<file path="config.mk">
export PLATFORM = sky130hd
export DESIGN_NAME = cmd_event_irq
export DESIGN_NICKNAME = d
export VERILOG_FILES = /design/src/rtl/cmd_event_pkg.sv /design/src/rtl/cmd_event_ctrl.sv /design/src/rtl/cmd_event_dp.sv /design/src/rtl/cmd_event_irq.sv
export SDC_FILE = /design/constraint.sdc
export NUM_CORES = 1
export LEC_CHECK = 0
export ABC_AREA = 1
export BUFFER_PORTS_ARGS = -buffer_cell sky130_fd_sc_hd__clkbuf_2
export CAP_MARGIN = 20
export CORE_MARGIN = 4
export CORE_UTILIZATION = 43
export CTS_BUF_LIST = sky130_fd_sc_hd__clkbuf_2
export DETAILED_ROUTE_END_ITERATION = 8
export PLACE_DENSITY_LB_ADDON = 0.25
export SLEW_MARGIN = 20
export SYNTH_ARGS = -nofsm -noshare
export SYNTH_HDL_FRONTEND = slang
export SYNTH_SLANG_ARGS = --single-unit
</file>
<file path="constraint.sdc">
create_clock -name clk -period 2 [get_ports clk]
set_input_delay 0.2 -clock clk [delete_from_list [all_inputs] [get_ports clk]]
set_output_delay 0.2 -clock clk [all_outputs]
set_load 0.02 [all_outputs]
</file>
<file path="src/rtl/cmd_event_pkg.sv">
package cmd_event_pkg;
  localparam int CNT_W     = 6;
  localparam int DATA_W    = 32;
  localparam int ADDR_W    = 8;
  localparam int DONE_LSB  = 0;
  localparam int PROC_LSB  = 16;
  localparam int ACT_BIT   = 8;
  localparam int LEVEL_BIT = 28;
  localparam int IEN_BIT   = 29;
  localparam int LIEN_BIT  = 31;
  localparam logic [ADDR_W-1:0] CFG_OFFS = 8'h00;
  localparam logic [ADDR_W-1:0] CNT_OFFS = 8'h18;

  typedef struct packed {
    logic incDone;
    logic cfgWr;
    logic cntWr;
    logic setActive;
    logic clrActive;
    logic rdCfg;
    logic rdCnt;
  } evtStrobes_t;
endpackage

</file>
<file path="src/rtl/cmd_event_ctrl.sv">
module cmd_event_ctrl
  import cmd_event_pkg::*;
(
  input  logic              clk,
  input  logic              rstN,
  input  logic              evtPulse,
  input  logic              evtKind,
  input  logic              regWrEn,
  input  logic [ADDR_W-1:0] regAddr,
  input  logic              wrActBit,
  input  logic              cfgIrqEn,
  input  logic              cfgListIrqEn,
  input  logic              cfgLevel,
  input  logic              activeFlg,
  input  logic              pendNz,
  output evtStrobes_t       strb,
  output logic              irqOut
);
  logic evtOk;
  logic pulseReg;

  assign evtOk = evtPulse && (evtKind ? cfgListIrqEn : cfgIrqEn);

  always_comb begin
    strb           = '0;
    strb.incDone   = evtPulse;
    strb.rdCfg     = (regAddr == CFG_OFFS);
    strb.rdCnt     = (regAddr == CNT_OFFS);
    strb.cfgWr     = regWrEn && strb.rdCfg;
    strb.cntWr     = regWrEn && strb.rdCnt;
    strb.setActive = evtOk;
    strb.clrActive = strb.cntWr && !wrActBit;
  end

  always_ff @(posedge clk) begin
    if (!rstN) pulseReg <= 1'b0;
    else       pulseReg <= evtOk;
  end

  assign irqOut = cfgLevel ? (activeFlg || ((cfgIrqEn || cfgListIrqEn) && pendNz))
                           : pulseReg;


  evt_beats_ack_chk: assert property (@(posedge clk) disable iff (!rstN)
    (evtOk && strb.clrActive) |=> activeFlg);


  pulse_follows_evt_chk: assert property (@(posedge clk) disable iff (!rstN)
    (evtOk && !cfgLevel && !strb.cfgWr) |=> irqOut);


  level_quiet_chk: assert property (@(posedge clk) disable iff (!rstN)
    (cfgLevel && !activeFlg && !pendNz) |-> !irqOut);
endmodule

</file>
<file path="src/rtl/cmd_event_dp.sv">
module cmd_event_dp
  import cmd_event_pkg::*;
(
  input  logic              clk,
  input  logic              rstN,
  input  evtStrobes_t       strb,
  input  logic [DATA_W-1:0] regWrData,
  output logic              cfgIrqEn,
  output logic              cfgListIrqEn,
  output logic              cfgLevel,
  output logic              activeFlg,
  output logic              pendNz,
  output logic [DATA_W-1:0] regRdData
);
  logic [CNT_W-1:0]  doneCnt;
  logic [CNT_W-1:0]  procCnt;
  logic [CNT_W-1:0]  pendCnt;
  logic [DATA_W-1:0] cfgWord;
  logic [DATA_W-1:0] cntWord;

  always_ff @(posedge clk) begin
    if (!rstN) begin
      doneCnt      <= '0;
      procCnt      <= '0;
      activeFlg    <= 1'b0;
      cfgIrqEn     <= 1'b0;
      cfgListIrqEn <= 1'b0;
      cfgLevel     <= 1'b0;
    end else begin
      if (strb.incDone) doneCnt <= doneCnt + 1'b1;
      if (strb.cntWr)   procCnt <= regWrData[PROC_LSB +: CNT_W];
      if (strb.setActive)      activeFlg <= 1'b1;
      else if (strb.clrActive) activeFlg <= 1'b0;
      if (strb.cfgWr) begin
        cfgIrqEn     <= regWrData[IEN_BIT];
        cfgListIrqEn <= regWrData[LIEN_BIT];
        cfgLevel     <= regWrData[LEVEL_BIT];
      end
    end
  end

  assign pendCnt = doneCnt - procCnt;
  assign pendNz  = (pendCnt != '0);

  always_comb begin
    cfgWord            = '0;
    cfgWord[IEN_BIT]   = cfgIrqEn;
    cfgWord[LIEN_BIT]  = cfgListIrqEn;
    cfgWord[LEVEL_BIT] = cfgLevel;
    cntWord                     = '0;
    cntWord[DONE_LSB +: CNT_W]  = doneCnt;
    cntWord[PROC_LSB +: CNT_W]  = procCnt;
    cntWord[ACT_BIT]            = activeFlg;
    if (strb.rdCfg)      regRdData = cfgWord;
    else if (strb.rdCnt) regRdData = cntWord;
    else                 regRdData = '0;
  end


  done_step_chk: assert property (@(posedge clk) disable iff (!rstN)
    strb.incDone |=> doneCnt == CNT_W'($past(doneCnt) + 1'b1));


  done_hold_chk: assert property (@(posedge clk) disable iff (!rstN)
    !strb.incDone |=> $stable(doneCnt));


  ack_clears_chk: assert property (@(posedge clk) disable iff (!rstN)
    (strb.clrActive && !strb.setActive) |=> !activeFlg);
endmodule

</file>
<file path="src/rtl/cmd_event_irq.sv">
module cmd_event_irq
  import cmd_event_pkg::*;
(
  input  logic              clk,
  input  logic              rstN,
  input  logic              evtPulse,
  input  logic              evtKind,
  input  logic              regWrEn,
  input  logic [ADDR_W-1:0] regAddr,
  input  logic [DATA_W-1:0] regWrData,
  output logic [DATA_W-1:0] regRdData,
  output logic              irqOut
);
  evtStrobes_t strb;
  logic cfgIrqEn, cfgListIrqEn, cfgLevel, activeFlg, pendNz;

  cmd_event_ctrl uCtrl (
    .clk(clk), .rstN(rstN), .evtPulse(evtPulse), .evtKind(evtKind),
    .regWrEn(regWrEn), .regAddr(regAddr), .wrActBit(regWrData[ACT_BIT]),
    .cfgIrqEn(cfgIrqEn), .cfgListIrqEn(cfgListIrqEn), .cfgLevel(cfgLevel),
    .activeFlg(activeFlg), .pendNz(pendNz), .strb(strb), .irqOut(irqOut)
  );

  cmd_event_dp uDp (
    .clk(clk), .rstN(rstN), .strb(strb), .regWrData(regWrData),
    .cfgIrqEn(cfgIrqEn), .cfgListIrqEn(cfgListIrqEn), .cfgLevel(cfgLevel),
    .activeFlg(activeFlg), .pendNz(pendNz), .regRdData(regRdData)
  );
endmodule

</file>
# Word level (Yosys, flattened, before mapping)
# Cells that the tools add are included.
dict set report op_classes {
  addsub 2
  n_eq_ne 1
  n_mux 6
  n_reduce_logical 11
}
# operator count
set ops {}
lappend ops {{$mux W32} 1}
lappend ops {{$mux W22} 1}
lappend ops {{$eq A8 B5 Y1 const B} 1}
lappend ops {{$logic_not A8 Y1} 1}
lappend ops {{$add A6 B1 Y6 const B} 1}
lappend ops {{$reduce_bool A6 Y1} 1}
lappend ops {{$sub A6 B6 Y6} 1}
lappend ops {{$logic_and A1 B1 Y1} 5}
lappend ops {{$mux W1} 4}
lappend ops {{$logic_or A1 B1 Y1} 2}
lappend ops {{$reduce_bool A2 Y1} 1}
lappend ops {{$logic_not A1 Y1} 1}
dict set report word_totals {
  ff_bits 17
  input_bits 45
  word_cells 27
}

# Depth between registers and ports, before layout
# Gate-level depths: netlist (run 1).
dict set report depth {
  ltp_word 5
  ltp_mapped 13
}

# Cells and area by module
# From an unflattened synthesis (run 1), not the netlist that was laid out.
dict set report unflattened {
  hier_cells 194
  hier_area_um2 1221.2
}
# mod n_inst cells_per_inst area_each_um2
set modules_own_cells {}
lappend modules_own_cells {cmd_event_dp 1 157 1026.0}
lappend modules_own_cells {cmd_event_ctrl 1 37 195.2}

# Least setup slack after synthesis (run 1)
# Ideal clock, no wire load.
dict set report synth_path {
  kind {register to output}
  start {reg uDp.procCnt[2]}
  end {out irqOut}
  arrival_ns 1.487
  path_slack_ns 0.313
  path_stages_with_launch 11
  cell_sequence {dfxtp_1 -> inv_1 -> ha_1 -> or2_1 -> nand3b_1 -> nand2_1 -> nand2_1 -> nand2_1 -> nand2_1 -> nand2_1 -> a21oi_2}
}
dict set report synth_between {
  elab_chain_cells 5
}
# item line
set synth_lines {}
lappend synth_lines {{start: declaration} cmd_event_dp.sv:16} ;# logic [CNT_W-1:0] procCnt;
lappend synth_lines {{start signal: assignment} cmd_event_dp.sv:31} ;# if (strb.cntWr) procCnt <= regWrData[PROC_LSB +: CNT_W];
lappend synth_lines {{$sub A6 B6 Y6} cmd_event_dp.sv:42} ;# assign pendCnt = doneCnt - procCnt;
lappend synth_lines {{$reduce_bool A6 Y1} cmd_event_dp.sv:43} ;# assign pendNz = (pendCnt != '0);
lappend synth_lines {{$logic_and A1 B1 Y1} cmd_event_ctrl.sv:40} ;# assign irqOut = cfgLevel ? (activeFlg || ((cfgIrqEn || cfgListIrqEn) && pendNz))
lappend synth_lines {{$logic_or A1 B1 Y1} cmd_event_ctrl.sv:40}
lappend synth_lines {{$mux W1} cmd_event_ctrl.sv:40}
lappend synth_lines {{end: declaration} cmd_event_irq.sv:12} ;# output logic irqOut
# No other way between the ends.

# Worst setup path in the final report (run 1)
dict set report layout_path {
  start {reg uDp.doneCnt[2]}
  end {out irqOut}
}
dict set report layout_between {
  elab_chain_cells 5
}
# item line
set layout_lines {}
lappend layout_lines {{start: declaration} cmd_event_dp.sv:15} ;# logic [CNT_W-1:0] doneCnt;
lappend layout_lines {{start signal: assignment} cmd_event_dp.sv:30} ;# if (strb.incDone) doneCnt <= doneCnt + 1'b1;
lappend layout_lines {{$sub A6 B6 Y6} cmd_event_dp.sv:42}
lappend layout_lines {{$reduce_bool A6 Y1} cmd_event_dp.sv:43}
lappend layout_lines {{$logic_and A1 B1 Y1} cmd_event_ctrl.sv:40}
lappend layout_lines {{$logic_or A1 B1 Y1} cmd_event_ctrl.sv:40}
lappend layout_lines {{$mux W1} cmd_event_ctrl.sv:40}
# No other way between the ends.

==> results.ini, run 1 <==
[timing]
fin_worst_skew_ns = 0.0159
max_clock_freq_mhz = 476
final_hold_viol_count = 0
slew_violations = 0
worst_slack_ns = -0.100
rsz0062_at_grt = yes
period_minus_slack_ns = 2.10
min_period_over_period = 1.05
setup_viol_count_final = 1

[synthesis]
avgSynthCellArea_um2 = 6.66
synth_seq_cells = 17
synth_compound_area_frac = 0.157
yosysTopAreaCell = dfxtp_1
synth_xor_area_frac = 0.00727
synth_top_area_frac = 0.282
synth_top_family_by_area = simple AND/OR/NAND/NOR gates
yosys-top-cells-count = inv_1 (28), nand2_1 (28), nor2_1 (25)
synthArstFlopShare = 0
synth_edf_count = 0
synth_top_flop_cell = dfxtp_1
synth_simple_gate_area_frac = 0.279
muxShareOfSynthArea = 0
ys_types = 22
synthTopCellsByArea = dfxtp_1 (28%), buf_4 (10%), inv_1 (8.7%)
synth_area_um2 = 1200
yosys_warnings = 0
ys_seq_area_frac = 0.282
synthAdderAreaFrac = 0.0623
syn_inst = 181

[final_layout]
area_growth_pct = 22.5
layout.nets = 274
fin_util = 0.575
final_layout_size_suffix_gt1_frac = 0.324
n_antenna_cell = 0

[pwr]
p_leak_nw = 0.716
p_switching_mw = 0.208
p_sw_frac = 0.319
p_int_mw = 0.443
combPwrFrac = 0.221
ir_drop_mv = 0.351
power.share.sequential = 0.539
p_clk_frac = 0.240
pwr_density_cell_nw_per_um2 = 441

[run_status]
violations = setup timing
status = finished with violations

[routing]
antenna_left = 0
dr.first_iter.drc_count = 24
remaining_drc_errors = 0
vias = 1162
via_per_inst = 4.61
drt-total-wl_um = 2630
drt_pass1_iterations = 4
wl_per_cell_um = 10.4

[floorplanning]
die_h_um = 60.9
start_util = 0.469
die_area_um2 = 3710
core_region_area_um2 = 2570
rows = 18
io_pins = 78
die_x_um = 60.9

[clocking]
numCtsBuffers = 3
clockBufferDepth = 2
clock_latency_ns = 0.30
cts_sinks = 17
clk_pin_slew_ns = 0.18
cts-root-buf = clkbuf_2
cts-htree-levels = 1
cts_tree = yes

[global_routing]
grt_overflow = 0
antenna_found_initial = 0
grt_max_degree = 16
grt_pass1_wl_um = 4000
grtUsageTotal = 0.144
grt_pass1_vias = 986

[worst_setup_path]
cpLargestDelayFamily = simple AND/OR/NAND/NOR gates
path_max_fanout = 5
critPathLaunchType = flop
path_class = flop to output pin
worstSetupEndpointType = output pin
critical_path_required_ns = 1.80
cp.arrival_ns = 1.90
crit_buf_inv = 1
worstPathCellList = ha_4 > or2_1 > nand3b_1 > nand2_1 > nand2_1 > nand2_1 > nand2_2 > nand2_2 > a21oi_2 > clkbuf_8
crit_top_cell = nand2_1
cpPeakStageDelay_ns = 0.39
slowest_stage = dfxtp_4

[placed_design]
place_congestion = 0.812
dp_hpwl_um = 2080
port_buffers = 39
dp_worst_setup_slack_ns = 0.141

[flow_run]
maxCapViolations = 0

[worst_hold_path]
hold_path.class = primary input to flop

[sequential cells by signal (all words and copies together) (netlist names)]
name,flops
uDp.cfgIrqEn,1
uDp.cfgListIrqEn,1
uDp.cfgLevel,1
uDp.procCnt,6
uDp.doneCnt,6
uDp.activeFlg,1
uCtrl.pulseReg,1
[path summary, 6_finish.rpt]
| kind | from | endpoint | slack (ns) | depth (start not counted) |
|---|---|---|---|---|
| worst min-delay path | regWrData[8] | uDp.activeFlg | 0.15 | 3 |
| worst max register to register | uDp.doneCnt[0] | uDp.doneCnt[5] | 0.87 | 7 |
| worst min register to register | uDp.doneCnt[0] | uDp.doneCnt[0] | 0.46 | 1 |
| worst max-delay path | uDp.doneCnt[2] | irqOut | -0.10 | 10 |
[tightest hold or removal path: cells and delay by family]
family | cells | cell delay, ns
buf+inv | 1 | 0.08
compound gates | 2 | 0.15
[kinds of logic (layout without fill, tap and decap cells)]
group                      Yosys count  count (layout)
and+or+nand+nor                     75              75
buffers and inverters               48              74
AOI/OAI and AO/OA                   33              33
DFF                                 17              17
adders and majority gates            6               6
other                                1              16
xor gates and xnor gates             1               1
[repair_timing]
| action | CTS | global route |
|---|---|---|
| pin swaps | 1 | 4 |
| cloned | 0 | 0 |
| gates resized for setup | 14 | 6 |
| endpoints found under the setup margin | 1 | 1 |
| hold buffers | 0 | 0 |
| setup buffers | 1 | 2 |
| hold endpoints to repair | 0 | 0 |
[cell usage in the layout (no fill, tap or decap), drive strengths merged]
cell type	netlist	final
o211ai	2	2
a21oi	18	18
nor3	9	9
ha	6	6
dfxtp	17	17
clkbuf	0	42
nor2	26	26
conb	1	16
o21ai	13	13
buf	20	3
clkinv	0	1
nand2	28	28
nand3b	2	2
nand3	9	9
inv	28	28
xnor2	1	1
or2	1	1
[metrics by stage]
step | cells | setup TNS (ns) | hold slack, ns | power, mW | instance area (um^2)
2_1_floorplan | 196 | 0 | 0.338 | 0.473 | 1260
3_3_place_gp | 245 | 0 | 0.471 | 0.484 | 1350
3_5_place_dp | 245 | 0 | 0.473 | 0.485 | 1350
4_1_cts | 250 | -0.0751 | 0.139 | 0.645 | 1440
5_1_grt | 252 | -0.184 | 0.155 | 0.688 | 1480
6_report | 252 | -0.100 | 0.147 | 0.651 | 1480
[power by group through the flow]
| stage | Sequential, mW | Clock [mW] | Combinational [mW] |
|---|---|---|---|
| 2_1_floorplan | 0.357 | 0 | 0.116 |
| 3_3_place_gp | 0.359 | 0 | 0.125 |
| 3_5_place_dp | 0.359 | 0 | 0.126 |
| 4_1_cts | 0.352 | 0.160 | 0.133 |
| 5_1_grt | 0.353 | 0.174 | 0.162 |
| 6_report | 0.351 | 0.156 | 0.144 |
[metal layers]
layer  GRT usage  part of all wire
met5           0                 0
met2       0.246              0.50
met1       0.185              0.43
met4      0.0464            0.0061
met3      0.0234             0.064
[final cells by class]
cell class,count,area (um^2)
clock buffer,3,15.0
multi-input combinational,131,736
timing repair buffer,42,226
clock inverter,1,5.00
fill,262,1090
inverter,28,105
tap,30,37.5
sequential,17,352
No activity file was read; power rests on OpenSTA's default activity.
==> inputs of run 2 (changes only) <==
SKIP_CTS_REPAIR_TIMING = 1   (was not set)
==> results.ini, run 2 (synthesis gave the netlist of run 1 again) <==
[floorplanning]
die_x_um = 60.9  ; unchanged
io_pins = 78  ; unchanged
die_h_um = 60.9  ; unchanged
start_util = 0.469  ; unchanged
die_area_um2 = 3710  ; unchanged
rows = 18  ; unchanged
core_region_area_um2 = 2570  ; unchanged

[flow_run]
maxCapViolations = 0  ; unchanged

[placed_design]
port_buffers = 39  ; unchanged
place_congestion = 0.812  ; unchanged
dp_hpwl_um = 2080  ; unchanged

[routing]
vias = 1159  ; was 1162
remaining_drc_errors = 0  ; unchanged
wl_per_cell_um = 10.3  ; was 10.4 um
dr.first_iter.drc_count = 14  ; was 24
drt_pass1_iterations = 4  ; unchanged
drt-total-wl_um = 2560  ; was 2630 um
via_per_inst = 4.64  ; was 4.61
antenna_left = 0  ; unchanged

[timing]
min_period_over_period = 1.03  ; was 1.05
final_hold_viol_count = 0  ; unchanged
worst_slack_ns = -0.0517  ; was -0.100 ns
timing.hold.ws_ns = 0.148  ; was 0.147 ns
slew_violations = 0  ; unchanged
fin_worst_skew_ns = 0.0166  ; was 0.0159 ns
period_minus_slack_ns = 2.05  ; was 2.10 ns
max_clock_freq_mhz = 487  ; was 476 MHz
rsz0062_at_grt = yes  ; unchanged
totalNegativeSetupSlack_ns = -0.0517  ; was -0.100 ns
setup_viol_count_final = 1  ; unchanged

[global_routing]
grt_overflow = 0  ; unchanged
antenna_found_initial = 0  ; unchanged
grt_max_degree = 16  ; unchanged
grt_pass1_vias = 970  ; was 986
grt_pass1_wl_um = 3910  ; was 4000 um
grtUsageTotal = 0.140  ; was 0.144

[run_status]
violations = setup timing  ; unchanged
status = finished with violations  ; unchanged

[worst_setup_path]
crit_path_start = uDp.procCnt[2]  ; was uDp.doneCnt[2]
crit_top_cell = nand2_1  ; unchanged
crit_buf_inv = 2  ; was 1
path_depth = 11  ; was 10
slowest_stage = dfxtp_2  ; was dfxtp_4
r2r_slack_ns = 0.87  ; about the same
critical_path_required_ns = 1.80  ; about the same
cpPeakStageDelay_ns = 0.35  ; was 0.39 ns
rr_endpoint = uDp.doneCnt[5]  ; unchanged
path_max_fanout = 6  ; was 5
crit_end = irqOut  ; unchanged
r2r-start = uDp.doneCnt[0]  ; unchanged
worstPathCellList = inv_2 > ha_4 > or2_1 > nand3b_1 > nand2_1 > nand2_1 > nand2_1 > nand2_2 > nand2_2 > a21oi_2 > buf_6  ; was ha_4 > or2_1 > nand3b_1 > nand2_1 > nand2_1 > nand2_1 > nand2_2 > nand2_2 > a21oi_2 > clkbuf_8
r2r_cells = 7  ; unchanged
critPathLaunchType = flop  ; unchanged
path_class = flop to output pin  ; unchanged
cpLargestDelayFamily = simple AND/OR/NAND/NOR gates  ; unchanged
cp.arrival_ns = 1.85  ; was 1.90 ns
worstSetupEndpointType = output pin  ; unchanged

[clocking]
clk_pin_slew_ns = 0.18  ; about the same
cts-root-buf = clkbuf_2  ; unchanged
clockBufferDepth = 2  ; unchanged
cts_tree = yes  ; unchanged
numCtsBuffers = 3  ; unchanged
cts-htree-levels = 1  ; unchanged
clock_latency_ns = 0.30  ; about the same
cts_sinks = 17  ; unchanged

[final_layout]
layout.nets = 272  ; was 274
n_antenna_cell = 0  ; unchanged
nFillCells = 267  ; was 262
layout_common_cells = clkbuf_2 (41), inv_1 (26), nand2_1 (25), nor2_1 (24)  ; was clkbuf_2 (41), inv_1 (27), nor2_1 (24), nand2_1 (24)
final_common_cell = clkbuf_2  ; unchanged
area_growth_pct = 20.9  ; was 22.5%
final_layout_size_suffix_gt1_frac = 0.318  ; was 0.324
reg.largest.list = uDp.doneCnt x6, uDp.procCnt x6  ; unchanged

[pwr]
p_leak_nw = 0.705  ; was 0.716 nW
ir_drop_mv = 0.350  ; was 0.351 mV
pwr_density_cell_nw_per_um2 = 445  ; was 441 nW/um^2
power_mw = 0.648  ; was 0.651 mW

[worst_hold_path]
holdCritStartpoint = regWrData[8]  ; unchanged
hold_path.class = primary input to flop  ; unchanged

-- run 2: cell types whose count changed in the layout (fill, tap and decap cells not counted) --
| cell | previous run | this run |
|---|---|---|
| buf_4 | 3 | 1 |
| clkbuf_8 | 1 | 0 |
| nand2_2 | 4 | 3 |
| nand2_1 | 24 | 25 |
| inv_1 | 27 | 26 |
| buf_6 | 0 | 1 |
| inv_2 | 1 | 2 |
-- run 2: worst min-delay path by stage --
stage	depth (start not counted)	slack (ns)	endpoint
after floorplan	2	0.34	uDp.cfgIrqEn
after global placement	3	0.47	uDp.procCnt[0]
after detailed placement	3	0.47	uDp.procCnt[1]
after CTS	3	0.14	uDp.activeFlg
after global routing	2	0.16	uDp.doneCnt[0]
final	3	0.15	uDp.activeFlg
-- run 2: per-layer routing --
metal	GRT usage	vias to the layer above	part of all wire
met5	0	-	0
met4	0.0464	0	0.0062
met3	0.0234	2	0.073
met2	0.232	40	0.49
met1	0.183	496	0.43
li1	-	621	-
-- run 2: power breakdown --
group | internal [mW] | switching [mW] | leakage (nW)
registers | 0.344 | 0.00681 | 0.140
clock network | 0.0453 | 0.110 | 0.0164
logic | 0.0524 | 0.0883 | 0.548
total | 0.442 | 0.206 | 0.705
-- run 2: layout make-up --
cell class / count / area (um^2) / share of cell area
Multi-Input combinational cell: 131 / 733 / 0.503
Sequential cell: 17 / 352 / 0.241
Timing Repair Buffer: 40 / 209 / 0.143
Inverter: 28 / 105 / 0.0722
Tap cell: 30 / 37.5 / 0.0258
Clock buffer: 3 / 15.0 / 0.0103
Clock inverter: 1 / 5.00 / 0.00344
-- run 2: stage by stage --
stage / cells / cell area [um^2] / setup WS [ns] / utilization
after detailed placement: 245 / 1350 / 0.141 / 0.525
after floorplan: 196 / 1260 / 0.313 / -
after CTS: 249 / 1370 / -0.221 / 0.533
after global routing: 250 / 1460 / -0.167 / 0.567
after global placement: 245 / 1350 / 0.125 / 0.525
final: 250 / 1460 / -0.0517 / 0.567
-- run 2: worst min-delay path, stage by stage --
cell      delay, ns
clkbuf_2       0.08
o211ai_1       0.08
o21ai_0        0.07
==> inputs of run 3 (changes only) <==
clock period = 2.2 ns   (was 2 ns; I/O delays follow)
==> results.ini, run 3 (synthesis gave the netlist of run 1 again) <==
[routing]
dr_wl_met3_um = 167  ; was 186 um
wl_met1_um = 1120  ; was 1110 um
via_per_inst = 4.62  ; was 4.64
antenna_left = 0  ; unchanged
dr.first_iter.drc_count = 15  ; was 14
remaining_drc_errors = 0  ; unchanged
drt_pass1_iterations = 4  ; unchanged
vias = 1155  ; was 1159
drt-total-wl_um = 2530  ; was 2560 um
wl_met2_um = 1220  ; was 1260 um
highest_layer = met4  ; unchanged
wl_per_cell_um = 10.1  ; was 10.3 um

[worst_setup_path]
worstSetupEndpointType = output pin  ; unchanged
slowest_stage = dfxtp_2  ; unchanged
path_class = flop to output pin  ; unchanged
critical_path_required_ns = 1.98  ; was 1.80 ns
crit_top_cell = nand2_1  ; unchanged
worstPathCellList = ha_4 > or2_1 > nand3b_1 > nand2_1 > nand2_1 > nand2_1 > nand2_1 > nand2_1 > a21oi_2 > buf_4  ; was inv_2 > ha_4 > or2_1 > nand3b_1 > nand2_1 > nand2_1 > nand2_1 > nand2_2 > nand2_2 > a21oi_2 > buf_6
cpPeakStageDelay_ns = 0.42  ; was 0.35 ns
cp.arrival_ns = 1.86  ; was 1.85 ns
path_max_fanout = 6  ; unchanged
critPathLaunchType = flop  ; unchanged

[floorplanning]
core_region_area_um2 = 2570  ; unchanged
start_util = 0.469  ; unchanged
die_x_um = 60.9  ; unchanged
io_pins = 78  ; unchanged
die_area_um2 = 3710  ; unchanged
die_h_um = 60.9  ; unchanged
rows = 18  ; unchanged

[flow_run]
maxCapViolations = 0  ; unchanged

[final_layout]
nFillCells = 269  ; was 267
final_layout_size_suffix_gt1_frac = 0.295  ; was 0.318
layout.nets = 272  ; unchanged
final_common_cell = clkbuf_2  ; unchanged
layout_common_cells = clkbuf_2 (41), inv_1 (27), nand2_1 (27), nor2_1 (24)  ; was clkbuf_2 (41), inv_1 (26), nand2_1 (25), nor2_1 (24)
reg.largest.list = uDp.doneCnt x6, uDp.procCnt x6  ; unchanged
area_growth_pct = 18.8  ; was 20.9%
multiInputGateArea_um2 = 716  ; was 733 um^2
seqCellArea_um2 = 348  ; was 352 um^2
n_antenna_cell = 0  ; unchanged

[run_status]
status = complete, no violations  ; was finished with violations

[clocking]
cts_tree = yes  ; unchanged
clockBufferDepth = 2  ; unchanged
clock_latency_ns = 0.31  ; was 0.30 ns
numCtsBuffers = 3  ; unchanged
cts-htree-levels = 1  ; unchanged
cts-root-buf = clkbuf_2  ; unchanged
clk_pin_slew_ns = 0.18  ; about the same
cts_sinks = 17  ; unchanged

[placed_design]
dp_worst_setup_slack_ns = 0.321  ; was 0.141 ns
port_buffers = 39  ; unchanged
place_congestion = 0.812  ; unchanged
dp_hpwl_um = 2080  ; unchanged

[timing]
slew_violations = 0  ; unchanged
final_hold_viol_count = 0  ; unchanged
fin_worst_skew_ns = 0.0230  ; was 0.0166 ns
totalNegativeSetupSlack_ns = 0  ; was -0.0517 ns
rsz0062_at_grt = no  ; was yes
worst_slack_ns = 0.117  ; was -0.0517 ns
setup_viol_count_final = 0  ; was 1
max_clock_freq_mhz = 480
min_period_over_period = 0.947
period_minus_slack_ns = 2.08

[pwr]
power.share.sequential = 0.546  ; was 0.542
p_clk_frac = 0.243  ; was 0.240
ir_drop_mv = 0.316  ; was 0.350 mV
p_sw_frac = 0.316  ; was 0.317
combPwrFrac = 0.212  ; was 0.217
p_leak_nw = 0.701  ; was 0.705 nW
pwr_density_cell_nw_per_um2 = 410  ; was 445 nW/um^2
p_int_mw = 0.401  ; was 0.442 mW
p_switching_mw = 0.186  ; was 0.206 mW

[global_routing]
grtUsageTotal = 0.140  ; unchanged
grt_pass1_vias = 970  ; unchanged
grt_max_degree = 16  ; unchanged
antenna_found_initial = 0  ; unchanged
grt_overflow = 0  ; unchanged
grt_pass1_wl_um = 3910  ; unchanged

[worst_hold_path]
hold_path.class = primary input to flop  ; unchanged

run 3: cell types whose count changed in the layout (fill, tap and decap cells not counted):
cell     delta
nand2_1     +2
nand2_2     -2
buf_4       +1
buf_6       -1
dfxtp_1     +1
dfxtp_4     -1
ha_1        +1
ha_4        -1
inv_1       +1
inv_2       -1
run 3: worst max-delay path, delay by kind of cell (launching register included):
family          cells  cell delay, ns
simple gates        7            0.63
compound gates      1            0.11
flops               1            0.42
fa+ha+maj           1            0.23
buf+inv             1            0.15
run 3: layer usage:
metal,GRT usage,up-vias
met4,0.0464,0
met3,0.0234,2
met2,0.232,36
met1,0.183,495
met5,0,-
li1,-,622
run 3: per-stage QoR:
stage	power, mW	instance area, um^2	util	std cells	hold slack, ns
3_3_place_gp	0.440	1350	0.525	245	0.484
6_report	0.587	1430	0.558	250	0.160
2_1_floorplan	0.430	1260	-	196	0.358
3_5_place_dp	0.441	1350	0.525	245	0.484
4_1_cts	0.580	1370	0.533	249	0.159
5_1_grt	0.621	1430	0.558	250	0.175
run 3: power groups by stage:
stage	registers (mW)	clock network, mW	logic [mW]
2_1_floorplan	0.324	0	0.105
3_3_place_gp	0.326	0	0.114
3_5_place_dp	0.326	0	0.115
4_1_cts	0.320	0.145	0.115
5_1_grt	0.322	0.158	0.141
6_report	0.320	0.142	0.124
run 3: area by class of cell:
type | instances | area share
multi-input cells | 131 | 0.500
inverters | 28 | 0.0734
clock buffers | 3 | 0.0105
well taps | 30 | 0.0262
repair buffers | 40 | 0.143
flip-flops and latches | 17 | 0.243
clock inverters | 1 | 0.00350
run 3: worst paths after layout:
path                       start        endpoint  slack (ns)  cells past startpoint
hold reg to reg   uDp.doneCnt[0]  uDp.doneCnt[0]        0.46                      1
hold / removal      regWrData[8]   uDp.activeFlg        0.16                      3
setup / recovery  uDp.doneCnt[2]          irqOut        0.12                     10
setup reg to reg  uDp.doneCnt[0]  uDp.doneCnt[4]        1.07                      6
